===== config.mk =====
export PLATFORM = sky130hd
export DESIGN_NAME = cache_4way
export DESIGN_NICKNAME = d
export VERILOG_FILES = /design/src/rtl/cache_pkg.sv /design/src/rtl/cache_lru.sv /design/src/rtl/cache_datapath.sv /design/src/rtl/cache_ctrl.sv /design/src/rtl/cache_4way.sv
export SDC_FILE = /design/constraint.sdc
export NUM_CORES = 2
export LEC_CHECK = 0
export BUFFER_PORTS_ARGS = -buffer_cell sky130_fd_sc_hd__buf_2
export CELL_PAD_IN_SITES_DETAIL_PLACEMENT = 0
export CELL_PAD_IN_SITES_GLOBAL_PLACEMENT = 1
export CORE_MARGIN = 2
export CORE_UTILIZATION = 45
export CTS_CLUSTER_DIAMETER = 50
export DETAILED_ROUTE_END_ITERATION = 8
export HOLD_SLACK_MARGIN = 0.06
export PLACE_DENSITY = 0.69
export REMOVE_ABC_BUFFERS = 1
export SLEW_MARGIN = 20
export SYNTH_ARGS = -nofsm -noshare
export SYNTH_HDL_FRONTEND = slang
export SYNTH_SLANG_ARGS = --single-unit

===== constraint.sdc =====
create_clock -name clk -period 18.7 [get_ports clk]
set_clock_uncertainty 0.2 [all_clocks]
set_input_delay 1.87 -clock clk [delete_from_list [all_inputs] [get_ports clk]]
set_output_delay 1.87 -clock clk [all_outputs]
set_load 0.02 [all_outputs]

===== src/rtl/cache_pkg.sv =====
package cache_pkg;
  localparam int WAYS  = 4;
  localparam int WAY_W = 2;

  typedef logic [WAY_W-1:0] wayIdx_t;

  // strobes from control to datapath
  typedef struct packed {
    logic capture;
    logic touchHit;
    logic writeWord;
    logic fill;
  } ctrlStrobe_t;

  // lookup status back to control
  typedef struct packed {
    logic hit;
    logic write;
  } lookupStat_t;
endpackage


===== src/rtl/cache_lru.sv =====
module cache_lru
  import cache_pkg::*;
#(
  parameter int SETS  = 4,
  parameter int SET_W = 2
) (
  input  logic             clk,
  input  logic             rstN,
  input  logic [SET_W-1:0] setIdx,
  input  logic             touch,
  input  wayIdx_t          touchWay,
  input  logic [WAYS-1:0]  validVec,
  output wayIdx_t          victimWay
);
  logic [WAY_W-1:0] ages [SETS][WAYS];
  logic [WAY_W-1:0] oldAge;

  assign oldAge = ages[setIdx][touchWay];

  always_ff @(posedge clk or negedge rstN) begin
    if (!rstN) begin
      for (int s = 0; s < SETS; s++)
        for (int w = 0; w < WAYS; w++)
          ages[s][w] <= WAY_W'(w);
    end else if (touch) begin
      for (int w = 0; w < WAYS; w++) begin
        if (WAY_W'(w) == touchWay)
          ages[setIdx][w] <= '0;
        else if (ages[setIdx][w] < oldAge)
          ages[setIdx][w] <= ages[setIdx][w] + 1'b1;
      end
    end
  end

  // lowest empty way first, else the oldest way
  always_comb begin
    logic found;
    found = 1'b0;
    victimWay = '0;
    for (int w = 0; w < WAYS; w++) begin
      if (!found && !validVec[w]) begin
        victimWay = WAY_W'(w);
        found = 1'b1;
      end
    end
    if (!found) begin
      for (int w = 0; w < WAYS; w++)
        if (ages[setIdx][w] == WAY_W'(WAYS - 1)) victimWay = WAY_W'(w);
    end
  end

  // each set must hold a permutation of the ages
  for (genvar s = 0; s < SETS; s++) begin : g_ageCheck
    logic [WAYS-1:0] ageMask;
    always_comb begin
      ageMask = '0;
      for (int w = 0; w < WAYS; w++) ageMask[ages[s][w]] = 1'b1;
    end
    assert_ages_perm_R7: assert property (@(posedge clk) disable iff (!rstN)
      ageMask == {WAYS{1'b1}});
  end

  assert_touch_youngest_R7: assert property (@(posedge clk) disable iff (!rstN)
    touch |=> ages[$past(setIdx)][$past(touchWay)] == '0);

  assert_victim_empty_R5: assert property (@(posedge clk) disable iff (!rstN)
    !(&validVec) |-> !validVec[victimWay]);
endmodule


===== src/rtl/cache_datapath.sv =====
module cache_datapath
  import cache_pkg::*;
#(
  parameter int ADDR_W = 32,
  parameter int DATA_W = 32,
  parameter int WORDS  = 4,
  parameter int SETS   = 4
) (
  input  logic                    clk,
  input  logic                    rstN,
  input  ctrlStrobe_t             strobe,
  input  logic [ADDR_W-1:0]       reqAddr,
  input  logic                    reqWrite,
  input  logic [DATA_W-1:0]       reqWdata,
  input  logic [WORDS*DATA_W-1:0] memRefillData,
  output lookupStat_t             stat,
  output logic [DATA_W-1:0]       respRdata,
  output logic [ADDR_W-1:0]       memReqAddr,
  output logic [ADDR_W-1:0]       memWrAddr,
  output logic [DATA_W-1:0]       memWrData
);
  localparam int LINE_W = WORDS * DATA_W;
  localparam int BYTE_W = $clog2(DATA_W / 8);
  localparam int WSEL_W = $clog2(WORDS);
  localparam int OFF_W  = BYTE_W + WSEL_W;
  localparam int SET_W  = $clog2(SETS);
  localparam int TAG_W  = ADDR_W - OFF_W - SET_W;

  logic [ADDR_W-1:0] addrQ;
  logic [DATA_W-1:0] wdataQ;
  logic              writeQ;

  logic              validQ [SETS][WAYS];
  logic [TAG_W-1:0]  tagQ   [SETS][WAYS];
  logic [LINE_W-1:0] dataQ  [SETS][WAYS];

  logic [SET_W-1:0]  setIdx;
  logic [TAG_W-1:0]  tagIn;
  logic [WSEL_W-1:0] wordSel;
  logic [WAYS-1:0]   matchVec;
  logic [WAYS-1:0]   validVec;
  wayIdx_t           hitWay;
  wayIdx_t           victimWay;
  logic [LINE_W-1:0] hitLine;

  assign setIdx  = addrQ[OFF_W +: SET_W];
  assign tagIn   = addrQ[ADDR_W-1 -: TAG_W];
  assign wordSel = addrQ[BYTE_W +: WSEL_W];

  always_ff @(posedge clk or negedge rstN) begin
    if (!rstN) begin
      addrQ  <= '0;
      wdataQ <= '0;
      writeQ <= 1'b0;
    end else if (strobe.capture) begin
      addrQ  <= reqAddr;
      wdataQ <= reqWdata;
      writeQ <= reqWrite;
    end
  end

  // parallel tag compare
  for (genvar w = 0; w < WAYS; w++) begin : g_way
    assign validVec[w] = validQ[setIdx][w];
    assign matchVec[w] = validQ[setIdx][w] && (tagQ[setIdx][w] == tagIn);
  end

  always_comb begin
    hitWay = '0;
    for (int w = 0; w < WAYS; w++)
      if (matchVec[w]) hitWay = WAY_W'(w);
  end

  assign stat.hit   = ($countones(matchVec) == 1);
  assign stat.write = writeQ;
  assign hitLine    = dataQ[setIdx][hitWay];

  assign respRdata = strobe.fill ? memRefillData[wordSel*DATA_W +: DATA_W]
                                 : hitLine[wordSel*DATA_W +: DATA_W];

  always_ff @(posedge clk or negedge rstN) begin
    if (!rstN) begin
      for (int s = 0; s < SETS; s++)
        for (int w = 0; w < WAYS; w++)
          validQ[s][w] <= 1'b0;
    end else if (strobe.fill) begin
      validQ[setIdx][victimWay] <= 1'b1;
    end
  end

  always_ff @(posedge clk) begin
    if (strobe.fill) begin
      tagQ[setIdx][victimWay]  <= tagIn;
      dataQ[setIdx][victimWay] <= memRefillData;
    end else if (strobe.writeWord) begin
      dataQ[setIdx][hitWay][wordSel*DATA_W +: DATA_W] <= wdataQ;
    end
  end

  cache_lru #(.SETS(SETS), .SET_W(SET_W)) uLru (
    .clk      (clk),
    .rstN     (rstN),
    .setIdx   (setIdx),
    .touch    (strobe.touchHit | strobe.fill),
    .touchWay (strobe.fill ? victimWay : hitWay),
    .validVec (validVec),
    .victimWay(victimWay)
  );

  assign memReqAddr = {tagIn, setIdx, {OFF_W{1'b0}}};
  assign memWrAddr  = addrQ;
  assign memWrData  = wdataQ;

  assert_single_match_R3: assert property (@(posedge clk) disable iff (!rstN)
    $onehot0(matchVec));

  assert_fill_hits_R4: assert property (@(posedge clk) disable iff (!rstN)
    strobe.fill |=> stat.hit);
endmodule


===== src/rtl/cache_ctrl.sv =====
module cache_ctrl
  import cache_pkg::*;
(
  input  logic        clk,
  input  logic        rstN,
  input  logic        reqValid,
  input  logic        memRefillValid,
  input  lookupStat_t stat,
  output logic        reqReady,
  output logic        respValid,
  output logic        respHit,
  output logic        memReqValid,
  output logic        memWrValid,
  output ctrlStrobe_t strobe
);
  typedef enum logic [1:0] {ST_IDLE, ST_LOOKUP, ST_REFILL} ctrlState_t;
  ctrlState_t state, stateNext;

  always_ff @(posedge clk or negedge rstN) begin
    if (!rstN) state <= ST_IDLE;
    else       state <= stateNext;
  end

  always_comb begin
    stateNext   = state;
    strobe      = '0;
    reqReady    = 1'b0;
    respValid   = 1'b0;
    respHit     = 1'b0;
    memReqValid = 1'b0;
    memWrValid  = 1'b0;
    unique case (state)
      ST_IDLE: begin
        reqReady       = 1'b1;
        strobe.capture = reqValid;
        if (reqValid) stateNext = ST_LOOKUP;
      end
      ST_LOOKUP: begin
        if (stat.write) begin
          memWrValid       = 1'b1;
          respValid        = 1'b1;
          respHit          = stat.hit;
          strobe.writeWord = stat.hit;
          strobe.touchHit  = stat.hit;
          stateNext        = ST_IDLE;
        end else if (stat.hit) begin
          respValid       = 1'b1;
          respHit         = 1'b1;
          strobe.touchHit = 1'b1;
          stateNext       = ST_IDLE;
        end else begin
          stateNext = ST_REFILL;
        end
      end
      ST_REFILL: begin
        memReqValid = 1'b1;
        if (memRefillValid) begin
          strobe.fill = 1'b1;
          respValid   = 1'b1;
          stateNext   = ST_IDLE;
        end
      end
      default: stateNext = ST_IDLE;
    endcase
  end

  assert_no_refill_on_write_R9: assert property (@(posedge clk) disable iff (!rstN)
    memReqValid |-> !stat.write);

  assert_resp_pulse_R2: assert property (@(posedge clk) disable iff (!rstN)
    respValid |=> !respValid && reqReady);
endmodule


===== src/rtl/cache_4way.sv =====
module cache_4way
  import cache_pkg::*;
#(
  parameter int ADDR_W = 32,
  parameter int DATA_W = 32,
  parameter int WORDS  = 4,
  parameter int SETS   = 4
) (
  input  logic                    clk,
  input  logic                    rstN,
  input  logic                    reqValid,
  output logic                    reqReady,
  input  logic                    reqWrite,
  input  logic [ADDR_W-1:0]       reqAddr,
  input  logic [DATA_W-1:0]       reqWdata,
  output logic                    respValid,
  output logic                    respHit,
  output logic [DATA_W-1:0]       respRdata,
  output logic                    memReqValid,
  output logic [ADDR_W-1:0]       memReqAddr,
  input  logic                    memRefillValid,
  input  logic [WORDS*DATA_W-1:0] memRefillData,
  output logic                    memWrValid,
  output logic [ADDR_W-1:0]       memWrAddr,
  output logic [DATA_W-1:0]       memWrData
);
  ctrlStrobe_t strobe;
  lookupStat_t stat;

  cache_ctrl uCtrl (
    .clk           (clk),
    .rstN          (rstN),
    .reqValid      (reqValid),
    .memRefillValid(memRefillValid),
    .stat          (stat),
    .reqReady      (reqReady),
    .respValid     (respValid),
    .respHit       (respHit),
    .memReqValid   (memReqValid),
    .memWrValid    (memWrValid),
    .strobe        (strobe)
  );

  cache_datapath #(
    .ADDR_W(ADDR_W), .DATA_W(DATA_W), .WORDS(WORDS), .SETS(SETS)
  ) uDp (
    .clk          (clk),
    .rstN         (rstN),
    .strobe       (strobe),
    .reqAddr      (reqAddr),
    .reqWrite     (reqWrite),
    .reqWdata     (reqWdata),
    .memRefillData(memRefillData),
    .stat         (stat),
    .respRdata    (respRdata),
    .memReqAddr   (memReqAddr),
    .memWrAddr    (memWrAddr),
    .memWrData    (memWrData)
  );
endmodule


## Word-level counts from Yosys, hierarchy flattened

Memory sizes are Yosys's and may differ from the RTL's.
Index checks and enable logic that the tools add are counted.
W data, S select, Z words.

| cells by class | value |
|---|---|
| equal/unequal tests | 16 |
| magnitude comparators | 11 |
| multiply operators | 0 |
| reductions and logical operators | 18 |
| $add $sub $neg | 8 |
| muxes and demuxes | 599 |
| shift-type cells | 4 |
| bitwise logic cells | 526 |
| div/mod/pow operators | 0 |

Operator list:

| cell | count |
|---|---|
| $mux W512 | 2 |
| $mux W1 | 534 |
| $or A1 B1 Y1 | 513 |
| $demux W128 S2 | 2 |
| $mux W128 | 4 |
| $mux W32 | 12 |
| $bmux W128 S2 | 1 |
| $shiftx A128 B8 Y32 | 2 |
| $and A32 B32 Y32 | 4 |
| $bwmux W32 | 4 |
| $not A32 Y32 | 4 |
| $shift A32 B34 Y128 const A | 1 |
| $shiftx A32 B34 Y128 | 1 |
| $eq A26 B26 Y1 | 4 |
| $mux W104 | 1 |
| $demux W8 S2 | 4 |
| $demux W26 S2 | 1 |
| $mux W2 | 18 |
| $neg A7 Y34 | 1 |
| $add A32 B32 Y32 | 1 |
| $eq A32 B2 Y1 const B | 1 |
| $mux W26 | 1 |
| $mux W8 | 3 |
| $bmux W8 S2 | 1 |
| other kinds (24) | 62 |

| word-level totals | value |
|---|---|
| flip-flop bits (word level) | 115 |
| memory bits (writable) | 2464 |
| latch bits | 0 |
| input port bits | 197 |
| ROM bits | 0 |
| memories kept | 2 |

Memory list:

| memory | depth | width | read ports | clocked after memory_dff | write ports | RTL line | RTL |
|---|---|---|---|---|---|---|---|
| uDp.dataQ | 4 | 512 | 1 | 0 | 1 | cache_datapath.sv:35 | `logic [LINE_W-1:0] dataQ [SETS][WAYS];` |
| uDp.tagQ | 4 | 104 | 1 | 0 | 1 | cache_datapath.sv:34 | `logic [TAG_W-1:0] tagQ [SETS][WAYS];` |

## Longest topological paths before layout

| logic depth | value |
|---|---|
| depth after elaboration | 38 |
| gate-level depth with buffers | 23 |
| depth with buffers taken out | 16 |

## By module

A second synthesis with hierarchy kept.

| second synthesis, totals | value |
|---|---|
| cells, all modules | 6415 |
| area, all modules | 108133.7 um^2 |

Modules (own cells, without submodules):

| module | area each (um^2) | sequential area each (um^2) | cells an instance | times used |
|---|---|---|---|---|
| cache_datapath | 105334.8 | 76017.9 | 6155 | 1 |
| cache_lru | 2590.0 | 820.8 | 237 | 1 |
| cache_ctrl | 209.0 | 50.0 | 23 | 1 |

## Least setup slack after synthesis

Ideal clock, no wire load.

| timing path | value |
|---|---|
| path kind | flip-flop to flip-flop |
| start | register uDp.addrQ[4] (netlist: uDp.memWrAddr[4]) |
| end | memory uDp.dataQ[0][256] (netlist bit), enable pin |
| library setup time | 0.432 ns |
| setup slack | 11.060 ns |
| arrival | 7.008 ns |
| stages on the path, launching flop included | 22 |
| period minus slack after synthesis | 7.640 ns |
| cells stage by stage | dfrtp_1 > buf_6 > buf_4 > buf_4 > buf_4 > buf_2 > buf_2 > buf_1 > mux4_2 > xnor2_1 > nand4_1 > nor4_1 > ha_1 > ha_1 > fa_1 > nor3b_1 > and3_1 > and2_1 > nand2_1 > clkbuf_1 > clkbuf_1 > a21oi_1 |

| on the way | value |
|---|---|
| word-level cells in the longest chain between the ends | 25 |
| elaborated cells on any way between the ends | 66 |
| those cells by class | add/sub: 3; order compare: 4; eq/ne: 9; mux: 31; bitwise: 4; reduce/logical: 14; memory: 1 |

Ends and longest elaborated chain:

| what | RTL line | RTL |
|---|---|---|
| from (decl) | cache_datapath.sv:29 | `logic [ADDR_W-1:0] addrQ;` |
| from (signal assigned) | cache_datapath.sv:56 | `addrQ <= reqAddr;` |
| branches (longest 25 deep; another with $mem_v2 Z4 W104) | -- |  |
| to (decl) | cache_datapath.sv:35 |  |

Several ways; the timed one is not identified. The select of a mux whose other input is x is not followed.

## Final worst setup path

| timing path | value |
|---|---|
| start | register uDp.addrQ[4] (netlist: uDp.memWrAddr[4]) |
| end | output port respRdata[8] |

| on the way | value |
|---|---|
| word-level cells in the longest chain between the ends | 14 |
| elaborated cells on any way between the ends | 21 |
| those cells by class | eq/ne: 3; shift: 1; mux: 10; bitwise: 2; reduce/logical: 3; memory: 2 |

Ends and longest elaborated chain:

| what | RTL line | RTL |
|---|---|---|
| branches (longest 9 deep; another with $mem_v2 Z4 W104) | -- |  |
| $bmux W128 S2 * | cache_datapath.sv:76 | `assign hitLine = dataQ[setIdx][hitWay];` |
| $mux W128 (not written as such) * (2 in series) | cache_datapath.sv:76 |  |
| $shiftx A128 B8 Y32 * | cache_datapath.sv:79 | `: hitLine[wordSel*DATA_W +: DATA_W];` |
| $mux W32 * | cache_datapath.sv:78 | `assign respRdata = strobe.fill ? memRefillData[wordSel*DATA_W +: DATA_W]` |
| to (decl) | cache_4way.sv:18 | `output logic [DATA_W-1:0] respRdata,` |

Every way passes the cells marked *. The select of a mux whose other input is x is not followed.

==> summary.txt <==
Layout
  – Sequential cell area: 0.0769 mm^2
  – Area growth from synthesis to layout: 14.7%
  – Post-route cell area: 0.122 mm^2
  – Net total in the final layout: 6760
  – Ratio of cells with drive above 1 in the final layout: 26.8%
  – Filler cells: 19000
  – Multi-input gate area: 0.0286 mm^2
  – Non-filler cells in the finished layout: 9947

Min path
  – Hold Path Cell Cnt: 1
  – Hold Crit Class: reg2reg
  – Launch instance of the worst min-delay path: uDp.validQ[3]
  – Hold Crit Endpoint: uDp.validQ[3]

Drt
  – Highest metal used: met5
  – Routed metal-1 wire length: 129 mm
  – Router iterations before antenna repair: 5
  – Via count: 61700
  – Routed wire length: 348 mm
  – Average routed wire per standard cell: 35.0 um
  – Number of design rule violations left after detail routing: 0
  – Routed wl met3: 35.1 mm
  – Number of DRC violations after detailed-routing iteration 0: 8683
  – Post-route ant nets: 0
  – Detailed-route vias per instance: 6.20
  – Met2 wire len: 164 mm

Pwr
  – Sw Share: 34.3%
  – Sequential share of power: 38.3%
  – Logic gate share of total power: 30.7%
  – Final Total Pwr: 18.5 mW
  – Leakage: 40.1 nW
  – Max IR drop VDD: 147 uV
  – P_sw: 6.35 mW
  – Power per unit of standard cell area: 151 mW/mm^2
  – Internal power of the cells: 12.2 mW
  – Relative contribution of the clock network to total power: 31.0%

Synthesis
  – Synthesized area per cell: 17.4 um^2
  – Number of distinct library cells after synthesis: 78
  – Cell type contributing the most total cell area after synthesis: sky130_fd_sc_hd__edfxtp_1
  – Top cells by area in the synthesized netlist: sky130_fd_sc_hd__edfxtp_1 69%, sky130_fd_sc_hd__mux4_2 13%, sky130_fd_sc_hd__nand2_1 3.1%
  – Seq/Total Area, Yosys: 72.0%
  – Count of mapped cells out of synthesis: 6139
  – Number of enable-type register cells in the synthesized netlist: 2464
  – Most common cell in the synthesized netlist: sky130_fd_sc_hd__edfxtp_1
  – Fraction of synthesis flops using an asynchronous set or reset pin: 4.46%
  – Number of warnings issued by yosys: 0
  – Proportion of netlist area held by the largest area contributor: 69.3%
  – Synthesized cell area: 0.107 mm^2
  – Top cell types by occurrence after synthesis: 2464 x sky130_fd_sc_hd__edfxtp_1, 880 x sky130_fd_sc_hd__nand2_1, 606 x sky130_fd_sc_hd__mux4_2
  – Total of flip-flops plus latches after synthesis: 2579
  – Main synth FF type: sky130_fd_sc_hd__edfxtp_1

CTS
  – Clock sink count: 2579
  – Master cell of the clock root buffer: sky130_fd_sc_hd__clkbuf_16
  – Clock buffers created by TritonCTS: 311
  – TritonCTS clock tree: done
  – Hold-fix buffer count after cts: 0
  – CTS clk-pin slew, worst paths: 0.06 ns
  – Number of setup buffers added after CTS: 0
  – H-tree depth: 5
  – Cts repair resizes: 0
  – Maximum buffer depth of the clock tree: 4
  – Clock insertion delay at the later pin of the skew report: 0.96 ns

Timing
  – Summed negative setup slack over all endpoints: 0 ns
  – RSZ-0062 raised after global routing: no
  – FMAX: 86.9 MHz
  – PnR worst setup slack: 7.20 ns
  – Setup violations, final: 0
  – Final-report max-slew violation count: 0
  – Worst slew margin: 13.8%
  – Minimum clock period: 11.50 ns
  – Period utilisation layout: 61.5%
  – Slew @ Worst Pin: 1.28 ns
  – Hold violation total from the final report: 0

GRT
  – Number of antenna violations at the first check in global routing: 47
  – Residual overflow from global routing: 0
  – Pin count of the biggest net entering global routing: 124
  – Vias in the first global route: 59900
  – Global-route usage over all layers: 28.4%
  – Global-route wire length before repair: 476 mm

Outcome
  – Status: finished clean

Setup path
  – Kind of launch point of the worst setup path: register
  – Maximum net fanout on the critical path: 111
  – Startpoint-to-endpoint class of the critical path: reg2out
  – Crit path DAT: 9.43 ns
  – End of the worst register-to-register path: uDp.dataQ[1][324]
  – Register-to-register path setup slack: 8.62 ns
  – Worst EP required: 16.63 ns
  – Endpoint type of the worst setup path: output pin
  – Reg2reg start: uDp.memWrAddr[4]
  – Worst Reg2Reg Path Length in Cells: 19

Placement
  – Pre-CTS WS: 8.39 ns
  – Number of placed cells counting well taps: 9383
  – Final RePlAce weighted congestion: 0.902
  – Buffers on Ports: 325
  – HPWL Detailed: 223 mm
  – Placed inst area: 0.113 mm^2

Run
  – Maxcap violations: 0

Floorplanning
  – Die width: 491 um
  – Die Area: 0.241 mm^2
  – Starting density of the core: 45.3%
  – Number of placement rows: 178
  – Core area: 0.236 mm^2
  – Y dimension of the die: 491 um
  – Ports: 330
[worst max path at each step]
stage | to | from
final | respRdata[8] | uDp.memWrAddr[4]
after global routing | respRdata[21] | uDp.memWrAddr[4]
after CTS | respRdata[8] | uDp.memWrAddr[4]
after detailed placement | respRdata[8] | uDp.memWrAddr[4]
after global placement | respRdata[4] | uDp.memWrAddr[4]
after floorplan | uDp.dataQ[0][256] | uDp.memWrAddr[4]
[layout make-up]
cell class,count,share of cell area (%)
Clock buffer,373,6.64
Timing Repair Buffer,524,2.61
Tap cell,3150,3.22
Multi-Input combinational cell,3097,23.3
Sequential cell,2579,62.8
Clock inverter,162,1.24
Antenna cell,29,0.0592
Inverter,33,0.101
[critical path: stages (launching register included)]
cell                      delay [ns]
sky130_fd_sc_hd__dfrtp_4        0.87
sky130_fd_sc_hd__buf_12         0.74
sky130_fd_sc_hd__buf_4          0.76
sky130_fd_sc_hd__mux4_2         0.61
sky130_fd_sc_hd__xnor2_1        0.20
sky130_fd_sc_hd__nand4_1        0.19
sky130_fd_sc_hd__and4b_1        0.33
sky130_fd_sc_hd__nand4_1        0.20
sky130_fd_sc_hd__o21ai_4        0.11
sky130_fd_sc_hd__buf_4          0.45
sky130_fd_sc_hd__buf_12         0.50
sky130_fd_sc_hd__buf_4          0.87
sky130_fd_sc_hd__mux2i_1        0.18
sky130_fd_sc_hd__a32oi_1        0.54
sky130_fd_sc_hd__nor4b_1        1.08
sky130_fd_sc_hd__buf_2          0.33
[flip-flops by register name, summed over array words and instances (netlist names)]
| signal | count |
|---|---|
| uDp.validQ | 16 |
| uCtrl.state | 2 |
| uDp.dataQ | 2048 |
| uDp.writeQ | 1 |
| uDp.tagQ | 416 |
| uDp.uLru.ages | 32 |
| uDp.memWrAddr | 32 |
| uDp.memWrData | 32 |
[cells by family after synthesis]
logic type / synth area share (%)
flops: 72.0
fa+ha+maj: 0.216
simple gates: 5.39
buf+inv: 1.93
xor+xnor: 0.853
compound gates: 4.43
mux: 15.2
other cells: 0.00351
[cells in the final DEF (no fill, tap or decap), types with 22 or more instances in the layout]
cell / Yosys / routed
sky130_fd_sc_hd__edfxtp_1: 2464 / 2464
sky130_fd_sc_hd__or2_2: 23 / 23
sky130_fd_sc_hd__xnor2_1: 93 / 93
sky130_fd_sc_hd__clkbuf_1: 315 / 54
sky130_fd_sc_hd__inv_1: 33 / 33
sky130_fd_sc_hd__nand2_1: 880 / 864
sky130_fd_sc_hd__dfrtp_1: 99 / 94
sky130_fd_sc_hd__mux2_2: 67 / 67
sky130_fd_sc_hd__nand4_1: 59 / 59
sky130_fd_sc_hd__and2_1: 22 / 22
sky130_fd_sc_hd__o22ai_1: 77 / 77
sky130_fd_sc_hd__clkinv_1: 0 / 46
sky130_fd_sc_hd__clkinv_2: 0 / 41
sky130_fd_sc_hd__mux4_2: 606 / 606
sky130_fd_sc_hd__a32oi_1: 64 / 64
sky130_fd_sc_hd__o21ai_0: 531 / 531
sky130_fd_sc_hd__a22oi_1: 35 / 35
sky130_fd_sc_hd__mux2i_1: 176 / 176
sky130_fd_sc_hd__nor3_1: 75 / 71
sky130_fd_sc_hd__buf_4: 41 / 193
sky130_fd_sc_hd__nor2_1: 117 / 51
sky130_fd_sc_hd__clkbuf_16: 0 / 314
sky130_fd_sc_hd__buf_2: 41 / 324
sky130_fd_sc_hd__nor4b_1: 24 / 24
sky130_fd_sc_hd__nor2_4: 0 / 52
sky130_fd_sc_hd__diode_2: 0 / 29
sky130_fd_sc_hd__nand3_1: 46 / 38
[power by group through the flow]
stage / clock network [mW] / logic, mW / registers (mW)
final: 5.75 / 5.68 / 7.09
after global routing: 6.03 / 5.90 / 7.11
after CTS: 5.82 / 5.67 / 7.09
after detailed placement: 0 / 5.65 / 7.21
after global placement: 0 / 5.66 / 7.19
after floorplan: 0 / 5.08 / 7.65
[through the flow]
stage / util (%) / hold WS (ns)
after floorplan: - / 0.234
after global placement: 47.9 / 0.248
after detailed placement: 47.9 / 0.253
after CTS: 52.0 / 0.268
after global routing: 52.0 / 0.277
final: 52.0 / 0.266
[routing by layer]
| metal | up-vias | track usage (%) |
|---|---|---|
| met4 | 28 | 15.3 |
| met2 | 3510 | 44.2 |
| li1 | 25300 | - |
| met5 | - | 0 |
| met1 | 32200 | 37.2 |
| met3 | 659 | 6.80 |
(Power assumes the default switching activity.)
